## config.mk

```make
export PLATFORM = sky130hd
export DESIGN_NAME = irq_router
export DESIGN_NICKNAME = d
export VERILOG_FILES = /design/src/rtl/irq_router_pkg.sv /design/src/rtl/irq_msg_arb.sv /design/src/rtl/irq_vec_use.sv /design/src/rtl/irq_target_map.sv /design/src/rtl/irq_router.sv
export SDC_FILE = /design/constraint.sdc
export NUM_CORES = 1
export LEC_CHECK = 0
export BUFFER_PORTS_ARGS = -buffer_cell sky130_fd_sc_hd__buf_4
export CORE_MARGIN = 5
export CORE_UTILIZATION = 44
export DETAILED_ROUTE_END_ITERATION = 8
export PLACE_DENSITY = 0.79
export SLEW_MARGIN = 20
export SYNTH_ARGS = -nofsm -noshare
export SYNTH_HDL_FRONTEND = slang
export SYNTH_SLANG_ARGS = --single-unit
```

## constraint.sdc

```tcl
create_clock -name clk -period 2.51 [get_ports clk]
set_clock_uncertainty 0.2 [all_clocks]
set_input_delay 0.502 -clock clk [delete_from_list [all_inputs] [get_ports clk]]
set_output_delay 0.502 -clock clk [all_outputs]
set_load 0.02 [all_outputs]
```

## src/rtl/irq_router_pkg.sv

```systemverilog
// Package: shared delivery-mode type and the helper that chooses the mode.
// Assumes: MSI-X has priority over MSI; neither enabled means pin mode.
package irq_router_pkg;

    typedef enum logic [1:0] {
        DLV_PIN  = 2'd0,
        DLV_MSIX = 2'd1,
        DLV_MSI  = 2'd2
    } dlv_mode_e;

    localparam int MSI_LOG2_MAX = 5;

    // Choose the delivery mode from the two capability enables.
    function automatic dlv_mode_e pick_mode(input logic msix_on, input logic msi_on);
        if (msix_on)     return DLV_MSIX;
        else if (msi_on) return DLV_MSI;
        else             return DLV_PIN;
    endfunction

endpackage

```

## src/rtl/irq_msg_arb.sv

```systemverilog
// Module: collects accepted message requests, serves the lowest index first,
// and registers a one-cycle strobe with the vector number.
// Assumes: mode and msi_mask are stable while requests are queued.
module irq_msg_arb
    import irq_router_pkg::*;
#(
    parameter int NUM_INTR = 8,
    parameter int IDX_W    = 3
) (
    input  logic                clk,
    input  logic                rst_n,
    input  dlv_mode_e           mode,
    input  logic [IDX_W-1:0]    msi_mask,
    input  logic [NUM_INTR-1:0] new_req,
    output logic                msg_valid,
    output logic [IDX_W-1:0]    msg_vector
);

    logic [NUM_INTR-1:0] pending_q;
    logic [NUM_INTR-1:0] cand;
    logic [NUM_INTR-1:0] grant;
    logic [IDX_W-1:0]    sel_idx;
    logic                found;
    logic                started_q;

    // Pick the lowest-index request among queued and newly accepted ones.
    always_comb begin
        cand    = pending_q | new_req;
        grant   = '0;
        sel_idx = '0;
        found   = 1'b0;
        for (int i = 0; i < NUM_INTR; i++) begin
            if (cand[i] && !found) begin
                found    = 1'b1;
                grant[i] = 1'b1;
                sel_idx  = IDX_W'(i);
            end
        end
    end

    // Update the queue and register the strobe and vector.
    always_ff @(posedge clk) begin
        if (!rst_n) begin
            pending_q  <= '0;
            msg_valid  <= 1'b0;
            msg_vector <= '0;
        end else if (mode == DLV_PIN) begin
            pending_q  <= '0;
            msg_valid  <= 1'b0;
        end else begin
            pending_q  <= cand & ~grant;
            msg_valid  <= found;
            if (found)
                msg_vector <= (mode == DLV_MSIX) ? sel_idx : (sel_idx & msi_mask);
        end
    end

    // Track that a reset cycle has been seen, for the assertions below.
    always_ff @(posedge clk) started_q <= started_q | !rst_n;

    assert_strobe_mode_R4: assert property (@(posedge clk) disable iff (!rst_n || !started_q)
        msg_valid |-> $past(mode != DLV_PIN));

    assert_msi_range_R3: assert property (@(posedge clk) disable iff (!rst_n || !started_q)
        (msg_valid && $past(mode == DLV_MSI)) |-> ((msg_vector & ~$past(msi_mask)) == '0));

    assert_grant_single_R5: assert property (@(posedge clk) disable iff (!rst_n || !started_q)
        $onehot0(grant));

    assert_pin_silent_R1: assert property (@(posedge clk) disable iff (!rst_n || !started_q)
        $past(mode == DLV_PIN) |-> !msg_valid);

endmodule

```

## src/rtl/irq_vec_use.sv

```systemverilog
// Module: per-vector MSI-X in-use bitmap.
// Assumes: use_idx is below NUM_INTR; updates are accepted only while MSI-X is on.
module irq_vec_use #(
    parameter int NUM_INTR = 8,
    parameter int IDX_W    = 3
) (
    input  logic                clk,
    input  logic                rst_n,
    input  logic                msix_on,
    input  logic                use_valid,
    input  logic [IDX_W-1:0]    use_idx,
    input  logic                use_enable,
    output logic [NUM_INTR-1:0] in_use
);

    logic started_q;

    // Apply a use/unuse request when MSI-X is on and the state differs.
    always_ff @(posedge clk) begin
        if (!rst_n) begin
            in_use <= '0;
        end else if (msix_on && use_valid) begin
            for (int i = 0; i < NUM_INTR; i++) begin
                if (use_idx == IDX_W'(i) && in_use[i] != use_enable)
                    in_use[i] <= use_enable;
            end
        end
    end

    // Track that a reset cycle has been seen, for the assertions below.
    always_ff @(posedge clk) started_q <= started_q | !rst_n;

    assert_inuse_hold_R9: assert property (@(posedge clk) disable iff (!rst_n || !started_q)
        !$past(msix_on) |-> $stable(in_use));

    assert_inuse_idle_R9: assert property (@(posedge clk) disable iff (!rst_n || !started_q)
        !$past(use_valid) |-> $stable(in_use));

endmodule

```

## src/rtl/irq_target_map.sv

```systemverilog
// Module: holds the conditional-steering bit and computes the interrupter
// an event is steered to.
// Assumes: intr_count is static during normal operation.
module irq_target_map #(
    parameter int IDX_W = 3
) (
    input  logic             clk,
    input  logic             rst_n,
    input  logic             cfg_we,
    input  logic             cfg_cond_map,
    input  logic [IDX_W:0]   intr_count,
    input  logic             msg_mode_on,
    input  logic [IDX_W-1:0] evt_target,
    output logic [IDX_W-1:0] eff_target
);

    logic cond_q;
    logic map_on;
    logic started_q;

    // Hold the conditional-steering configuration bit.
    always_ff @(posedge clk) begin
        if (!rst_n)      cond_q <= 1'b0;
        else if (cfg_we) cond_q <= cfg_cond_map;
    end

    // Steering is on with several interrupters, unless gated to message modes.
    always_comb begin
        map_on     = (intr_count > (IDX_W+1)'(1)) && (!cond_q || msg_mode_on);
        eff_target = map_on ? evt_target : '0;
    end

    // Track that a reset cycle has been seen, for the assertions below.
    always_ff @(posedge clk) started_q <= started_q | !rst_n;

    assert_single_target_R6: assert property (@(posedge clk) disable iff (!rst_n || !started_q)
        (intr_count == (IDX_W+1)'(1)) |-> (eff_target == '0));

    assert_cond_pin_R7: assert property (@(posedge clk) disable iff (!rst_n || !started_q)
        ($past(cfg_we && cfg_cond_map) && !$past(msg_mode_on) && !msg_mode_on) |-> (eff_target == '0));

endmodule

```

## src/rtl/irq_router.sv

```systemverilog
// Module: top of the interrupt delivery router. Selects pin, MSI-X or MSI
// delivery, drives the legacy pin, and instantiates the arbiter, the in-use
// bitmap and the target steering.
// Assumes: msi_vec_log2 above 5 behaves as 5.
module irq_router
    import irq_router_pkg::*;
#(
    parameter  int NUM_INTR = 8,
    localparam int IDX_W    = (NUM_INTR > 1) ? $clog2(NUM_INTR) : 1
) (
    input  logic                clk,
    input  logic                rst_n,
    input  logic                msix_en,
    input  logic                msi_en,
    input  logic [2:0]          msi_vec_log2,
    input  logic [IDX_W:0]      intr_count,
    input  logic                cfg_we,
    input  logic                cfg_cond_map,
    input  logic [NUM_INTR-1:0] raise_pulse,
    input  logic [NUM_INTR-1:0] raise_level,
    output logic [NUM_INTR-1:0] raise_delivered,
    output logic                irq_pin,
    output logic                msg_valid,
    output logic [IDX_W-1:0]    msg_vector,
    input  logic                use_valid,
    input  logic [IDX_W-1:0]    use_idx,
    input  logic                use_enable,
    output logic [NUM_INTR-1:0] vec_in_use,
    input  logic [IDX_W-1:0]    evt_target,
    output logic [IDX_W-1:0]    eff_target
);

    dlv_mode_e           mode;
    logic [IDX_W-1:0]    msi_mask;
    logic [2:0]          lg_clamped;
    logic [NUM_INTR-1:0] accepted;
    logic                started_q;

    // Decode the delivery mode and the MSI vector mask.
    always_comb begin
        mode       = pick_mode(msix_en, msi_en);
        lg_clamped = (msi_vec_log2 > 3'(MSI_LOG2_MAX)) ? 3'(MSI_LOG2_MAX) : msi_vec_log2;
        msi_mask   = IDX_W'((32'd1 << lg_clamped) - 32'd1);
    end

    // Accept asserted requests only when a message mode is active.
    always_comb begin
        accepted        = raise_pulse & raise_level & {NUM_INTR{mode != DLV_PIN}};
        raise_delivered = accepted;
    end

    // Legacy pin follows interrupter 0's level in pin mode.
    always_ff @(posedge clk) begin
        if (!rst_n)                             irq_pin <= 1'b0;
        else if (mode == DLV_PIN && raise_pulse[0]) irq_pin <= raise_level[0];
    end

    irq_msg_arb #(.NUM_INTR(NUM_INTR), .IDX_W(IDX_W)) u_arb (
        .clk       (clk),
        .rst_n     (rst_n),
        .mode      (mode),
        .msi_mask  (msi_mask),
        .new_req   (accepted),
        .msg_valid (msg_valid),
        .msg_vector(msg_vector)
    );

    irq_vec_use #(.NUM_INTR(NUM_INTR), .IDX_W(IDX_W)) u_use (
        .clk       (clk),
        .rst_n     (rst_n),
        .msix_on   (msix_en),
        .use_valid (use_valid),
        .use_idx   (use_idx),
        .use_enable(use_enable),
        .in_use    (vec_in_use)
    );

    irq_target_map #(.IDX_W(IDX_W)) u_map (
        .clk         (clk),
        .rst_n       (rst_n),
        .cfg_we      (cfg_we),
        .cfg_cond_map(cfg_cond_map),
        .intr_count  (intr_count),
        .msg_mode_on (msix_en | msi_en),
        .evt_target  (evt_target),
        .eff_target  (eff_target)
    );

    // Track that a reset cycle has been seen, for the assertions below.
    always_ff @(posedge clk) started_q <= started_q | !rst_n;

    assert_pin_source_R1: assert property (@(posedge clk) disable iff (!rst_n || !started_q)
        $rose(irq_pin) |-> $past(!msix_en && !msi_en && raise_pulse[0] && raise_level[0]));

    assert_pin_hold_R1: assert property (@(posedge clk) disable iff (!rst_n || !started_q)
        !$past(raise_pulse[0]) |-> $stable(irq_pin));

    assert_low_undelivered_R4: assert property (@(posedge clk) disable iff (!rst_n || !started_q)
        ((raise_delivered & ~raise_level) == '0));

endmodule

```

; After elaboration in Yosys (flattened, before gate mapping)
; Index checks and enable logic that the tools add are counted.
[word_totals]
out_inout_bits = 24
regBits = 22
word_cells = 109
in_bits = 37
[classes]
bitwise = 9
n_eq_ne = 16
n_reduce_logical = 40
mux = 27
n_addsub = 1
n_shift = 1
order_cmp = 2
[op_table]
columns = cell, n
row1 = AND 8 bit, 3
row2 = two-way mux 3 bit, 7
row3 = logical AND 1 bit, 18
row4 = AND reduction 2 bit, 9
row5 = two-way mux 1 bit, 16
row6 = "== test 3 bit, second input constant", 4
row7 = logical NOT 1 bit, 8
row8 = two-way mux 2 bit, 4
row9 = != test 1 bit, 8
row10 = NOT 8 bit, 1
row11 = OR 8 bit, 1
row12 = "== test 3 x 2 -> 1 bit, second input constant", 2
row13 = "> comparator 4 x 1 -> 1 bit, second input constant", 1
row14 = AND 3 bit, 1
row15 = "== test 3 x 1 -> 1 bit, second input constant", 1
row16 = "> comparator 3 bit, second input constant", 1
row17 = logical NOT 3 bit, 1
row18 = "<< shifter 1 x 3 -> 3 bit, first input constant", 1
row19 = "subtractor 3 x 1 -> 3 bit, second input constant", 1
row20 = "== test 2 x 1 -> 1 bit, second input constant", 1
row21 = logical NOT 2 bit, 1
row22 = NOT 1 bit, 2
row23 = nonzero test 2 bit, 1
row24 = OR reduction 2 bit, 1
row25 = 2 further kinds, 2

; Longest topological paths before layout
[logic_depth]
word_depth = 29
depth_mapped = 9
mapped_depth_nobuf = 8

; By module
; Synthesis repeated with hierarchy kept, for this count alone.
[unflattened]
hier_cells = 114
area_unflattened_um2 = 1148.6
[modules_own_cells]
columns = module, area_each_um2, n_inst, cells_per_inst, seq_area_each_um2
row1 = irq_msg_arb, 543.0, 1, 52, 220.2
row2 = irq_vec_use, 357.8, 1, 31, 160.2
row3 = irq_router, 165.2, 1, 23, 20.0
row4 = irq_target_map, 82.6, 1, 8, 20.0

; Least setup slack after synthesis
; Ideal clock, no wire load.
[synth_path]
kind = input-to-reg
startpoint = in msi_en
endpoint = reg u_arb.msg_vector[0]
arrival_time_ns = 1.975
setup_time_ns = 0.096
setup_slack_ns = 0.240
cell_stages = 9
n_path_buf = 1
cell_sequence = or2_1 -> buf_6 -> nand3_4 -> inv_2 -> a311oi_4 -> nand3_2 -> nor4_2 -> a21oi_1 -> o41ai_2
[synth_between]
elab_chain_cells = 29
elab_cells_between_ends = 40
[synth_rtl]
columns = element, line
row1 = "start, declared", irq_router.sv:14  ; input logic msi_en,
row2 = two-way mux 2 bit (*), irq_router_pkg.sv:16  ; else if (msi_on) return DLV_MSI;
row3 = two-way mux 2 bit (*), irq_router_pkg.sv:15  ; if (msix_on) return DLV_MSIX;
row4 = nonzero test 2 bit (*), irq_router.sv:48  ; accepted = raise_pulse & raise_level & {NUM_INTR{mode != DLV_PIN}};
row5 = AND 8 bit (*), irq_router.sv:48
row6 = net raise_delivered[0], irq_router.sv:21  ; output logic [NUM_INTR-1:0] raise_delivered,
row7 = OR 8 bit (*), irq_msg_arb.sv:28  ; cand = pending_q | new_req;
row8 = two-way mux 1 bit (*), irq_msg_arb.sv:33  ; if (cand[i] && !found) begin
row9 = logical NOT 1 bit, irq_msg_arb.sv:33
row10 = [... 14 more ...], --
row11 = logical NOT 1 bit, irq_msg_arb.sv:33
row12 = logical AND 1 bit, irq_msg_arb.sv:33
row13 = two-way mux 1 bit, irq_msg_arb.sv:33
row14 = logical NOT 1 bit, irq_msg_arb.sv:33
row15 = logical AND 1 bit, irq_msg_arb.sv:33
row16 = two-way mux 3 bit, irq_msg_arb.sv:33
row17 = AND 3 bit, irq_msg_arb.sv:54  ; msg_vector <= (mode == DLV_MSIX) ? sel_idx : (sel_idx & msi_mask);
row18 = two-way mux 3 bit, irq_msg_arb.sv:54
row19 = "end signal, assigned", irq_msg_arb.sv:54
row20 = "end, declared", irq_msg_arb.sv:16  ; output logic [IDX_W-1:0] msg_vector
; The timed path passes the listed nets; every way through them passes the cells marked *.
; A chain may end at the register's enable or synchronous reset.

; Final worst setup path
[layout_path]
startpoint = in msi_en
endpoint = reg u_arb.msg_vector[0]
[layout_between]
elab_chain_cells = 29
elab_cells_between_ends = 40
[layout_rtl]
columns = element, line
row1 = two-way mux 2 bit (*), irq_router_pkg.sv:16
row2 = two-way mux 2 bit (*), irq_router_pkg.sv:15
row3 = nonzero test 2 bit, irq_router.sv:48
row4 = AND 8 bit, irq_router.sv:48
row5 = OR 8 bit, irq_msg_arb.sv:28
row6 = two-way mux 1 bit, irq_msg_arb.sv:33
row7 = logical NOT 1 bit, irq_msg_arb.sv:33
row8 = logical AND 1 bit, irq_msg_arb.sv:33
row9 = [... 13 more ...], --
row10 = logical NOT 1 bit, irq_msg_arb.sv:33
row11 = logical AND 1 bit, irq_msg_arb.sv:33
row12 = two-way mux 1 bit, irq_msg_arb.sv:33
row13 = logical NOT 1 bit, irq_msg_arb.sv:33
row14 = logical AND 1 bit, irq_msg_arb.sv:33
row15 = two-way mux 3 bit, irq_msg_arb.sv:33
row16 = AND 3 bit, irq_msg_arb.sv:54
row17 = two-way mux 3 bit, irq_msg_arb.sv:54
; Every way passes the cells marked *; elsewhere a longest branch is shown, timed or not.

==> reports/metrics.csv <==
stage,metric,value,unit
run_status,outcome,"finished, final reports clean",
cts,Root Driver,clkbuf_4,
worst_setup_path,reg2reg setup slack,0.82,ns
detailed_routing,DR vias,1177,
worst_setup_path,Worst Reg-to-Reg Cells,6,
cts,Setup Buffers After CTS,0,
global_route,grt ovf,0,
sta,unrepaired setup endpoints after global routing,false,
cts,"Hold-fix buffers, CTS",0,
worst_setup_path,startpoint types,input pin,
synth,post-synthesis cell area,0.00112,mm²
cts,CTS tree,done,
hold_path,WHS Endpoint,u_arb.pending_q[1],
power_and_ir_drop,Lkg Pwr,0.751,nW
floorplanning,# rows,18,
worst_setup_path,worst setup path category,in2reg,
layout,fin nets,238,
floorplanning,Core Area,0.00245,mm²
place,port bufs,59,
power_and_ir_drop,worst vdd ir,452,µV
place,DP Area,0.00164,mm²
synth,Netlist cell types,37,
detailed_routing,DR pass1 iterations,4,
worst_setup_path,Worst EP arrival,2.28,ns
detailed_routing,DR iter-0 viols,38,
hold_path,Worst Hold Path Cells,3,
synth,Synth Instances,130,
worst_setup_path,Critical Path Fanout Max,9,
sta,achievable clock frequency,443,MHz
power_and_ir_drop,combinational power share,29.9,%
power_and_ir_drop,Seq pwr share,47.9,%
synth,syn_area_per_cell,8.59,µm²
sta,minimum clock period,2.26,ns
detailed_routing,drt total wl,3030,µm
sta,"Hold Vio Cnt, Final",0,
detailed_routing,per-cell routed wire length,13.2,µm
floorplanning,die height,60.4,µm
sta,Max-slew headroom,76.9,%
worst_setup_path,worst r2r src,u_arb.pending_q[5],
global_route,largest net degree at the start of global routing,17,
global_route,vias in the first global route,1187,
power_and_ir_drop,sw power,0.000219,W
layout,layout cell share with drive strength beyond 1,40.7,%
global_route,global-route wire length before repair,4850,µm
place,placer congestion estimate,0.836,
global_route,initial antenna violation count,0,
sta,Finish-stage setup viols,0,
worst_setup_path,Worst EP required,2.53,ns
power_and_ir_drop,pwr dens,445,mW/mm²
layout,Final Cell Area,0.00166,mm²
synth,synthesis warning total,0,
detailed_routing,Residual DRC,0,
worst_setup_path,Critical Path End Type,flop,
detailed_routing,Via density,5.14,
sta,Tcrit/Tclk final,89.9,%
synth,flop and latch count out of synthesis,21,
layout,# diodes,0,
sta,Worst Tran Pin Value,0.344,ns
cts,number of CTS-inserted buffers,3,
power_and_ir_drop,Sw Share,29.6,%
layout,fin util,67.8,%
worst_setup_path,RR Endpoint,u_arb.msg_vector[0],
cts,Post-CTS Resized,0,
cts,"CTS clk-pin slew, worst paths",0.12,ns
synth,syn nets,168,
cts,CTS Buffer Depth,2,
detailed_routing,Post-DRT Antenna Nets,0,
cts,clock sink count,21,
floorplanning,die area,0.00364,mm²
place,dpl ws,-0.0795,ns
sta,Slew Limit Fails,0,
global_route,GRT Util Overall,17.4,%
hold_path,HP Start,raise_level[0],
layout,area grow syn2layout,49.1,%
floorplanning,Initial Util,45.5,%
cts,H-tree levels,1,
sta,setup slack after layout,0.253,ns
power_and_ir_drop,Int Power,0.000521,W
cts,Clock Latency Late Sink,0.30,ns
power_and_ir_drop,Clk pwr share,22.2,%
synth,post-synthesis sequential area ratio,37.7,%
floorplanning,I/O pin count,61,
hold_path,worst hold path type,in2reg,
flow_run,Max Cap Viol,0,
place,HPWL Detailed,2530,µm
floorplanning,Die X,60.4,µm
## synthesized netlist by cell type
master | n | area share [%]
a21oi_1 | 4 | 1.8
nand3b_1 | 1 | 0.67
xnor2_1 | 1 | 0.78
ha_1 | 1 | 1.1
nand3_4 | 1 | 1.6
o41ai_2 | 1 | 1.5
inv_2 | 1 | 0.34
nor4_2 | 1 | 1.1
o31ai_1 | 1 | 0.67
nor3_1 | 7 | 3.1
a21boi_0 | 6 | 4.0
nand4_1 | 1 | 0.56
a311oi_4 | 1 | 2.4
and3_1 | 6 | 3.4
nand3_2 | 1 | 0.90
a211oi_1 | 2 | 1.3
clkbuf_1 | 1 | 0.34
mux2i_1 | 4 | 3.6
dfxtp_1 | 21 | 38
o211ai_1 | 3 | 2.0
nand2b_1 | 2 | 1.1
o31a_1 | 1 | 0.78
o21a_1 | 2 | 1.3
and3_2 | 2 | 1.3
nor2_1 | 16 | 5.4
and2_1 | 3 | 1.7
nand2_1 | 14 | 4.7
o21ai_0 | 7 | 3.1
nor2b_1 | 5 | 2.8
or2_1 | 1 | 0.56
nor3b_1 | 1 | 0.67
a31oi_1 | 5 | 2.8
nand3_1 | 1 | 0.45
a31oi_2 | 1 | 1.1
buf_4 | 1 | 0.67
buf_6 | 2 | 2.0
or3_1 | 1 | 0.56
## cells in the final DEF, fill, tap and decap left out, types with 2 or more instances in the layout
cell type	n
clkbuf_4	3
buf_4	69
and3_1	6
a211oi_1	2
dfxtp_1	21
a21boi_0	6
mux2i_1	4
and3_2	2
o21ai_0	7
nand2b_1	2
a31oi_1	5
o21a_1	2
nand2_1	14
nor3_1	7
o211ai_1	3
a21oi_1	4
nor2b_1	5
and2_1	3
nor2_1	16
## area by class of cell
class                           instances  area, µm²
Fill cell                             206        791
Multi-Input combinational cell        104        658
Timing Repair Buffer                   69        518
Sequential cell                        21        420
Tap cell                               30       37.5
Clock buffer                            4       26.3
Inverter                                1       3.75
## per-stage QoR
| step | setup TNS (ns) | hold WS [ns] | cells | total power [W] |
|---|---|---|---|---|
| after floorplan | 0 | 0.283 | 130 | 0.000474 |
| after global placement | -0.0188 | 0.270 | 225 | 0.000578 |
| after detailed placement | -0.0810 | 0.277 | 225 | 0.000584 |
| after CTS | 0 | 0.253 | 229 | 0.000746 |
| after global routing | 0 | 0.238 | 229 | 0.000784 |
| final | 0 | 0.258 | 229 | 0.000740 |
## sequential cells by signal (all words and copies together) (netlist names)
signal,cells
u_use.in_use,8
u_arb.pending_q,7
u_arb.msg_vector,3
irq_pin,1
u_arb.msg_valid,1
u_map.cond_q,1
## cells by family after synthesis
group	after synthesis	synth area share, %
XOR/XNOR	1	0.785
adder cells (fa/ha/maj)	1	1.12
AO/OA/AOI/OAI	34	22.9
AND/OR/NAND/NOR	64	30.6
flip-flops	21	37.7
multiplexers	4	3.59
buffers and inverters	5	3.36
## power by group through the flow
stage	sequential [W]	clock (W)	combinational, W
4_1_cts	0.000355	0.000169	0.000223
3_5_place_dp	0.000362	0	0.000222
2_1_floorplan	0.000371	0	0.000103
3_3_place_gp	0.000362	0	0.000216
6_report	0.000355	0.000164	0.000221
5_1_grt	0.000356	0.000187	0.000241
## critical path, cell delays in order
cell and delay, ns:
buf_4 0.11, or2_1 0.35, buf_4 0.19, and3_2 0.21
o31a_1 0.28, o31ai_1 0.24, a21oi_1 0.13, o41ai_2 0.26
## per-layer routing
layer	vias up	share of wire, %	track usage [%]
li1	610	-	-
met1	526	39	18.0
met2	41	53	33.6
met3	0	7.9	6.17
met4	0	0	3.16
met5	-	0	0
## worst max-delay path by stage
stage / depth (start not counted) / startpoint / slack (ns) / endpoint
CTS: 8 / msi_en / 0.25 / u_arb.msg_vector[0]
global route: 8 / msi_en / 0.16 / u_arb.msg_vector[0]
finish: 8 / msi_en / 0.25 / u_arb.msg_vector[0]
detailed placement: 8 / msi_en / -0.08 / u_arb.msg_vector[0]
floorplan: 9 / msi_en / 0.24 / u_arb.msg_vector[0]
global placement: 8 / msi_en / -0.02 / u_arb.msg_vector[0]
Power figures use the tool's default switching activity.
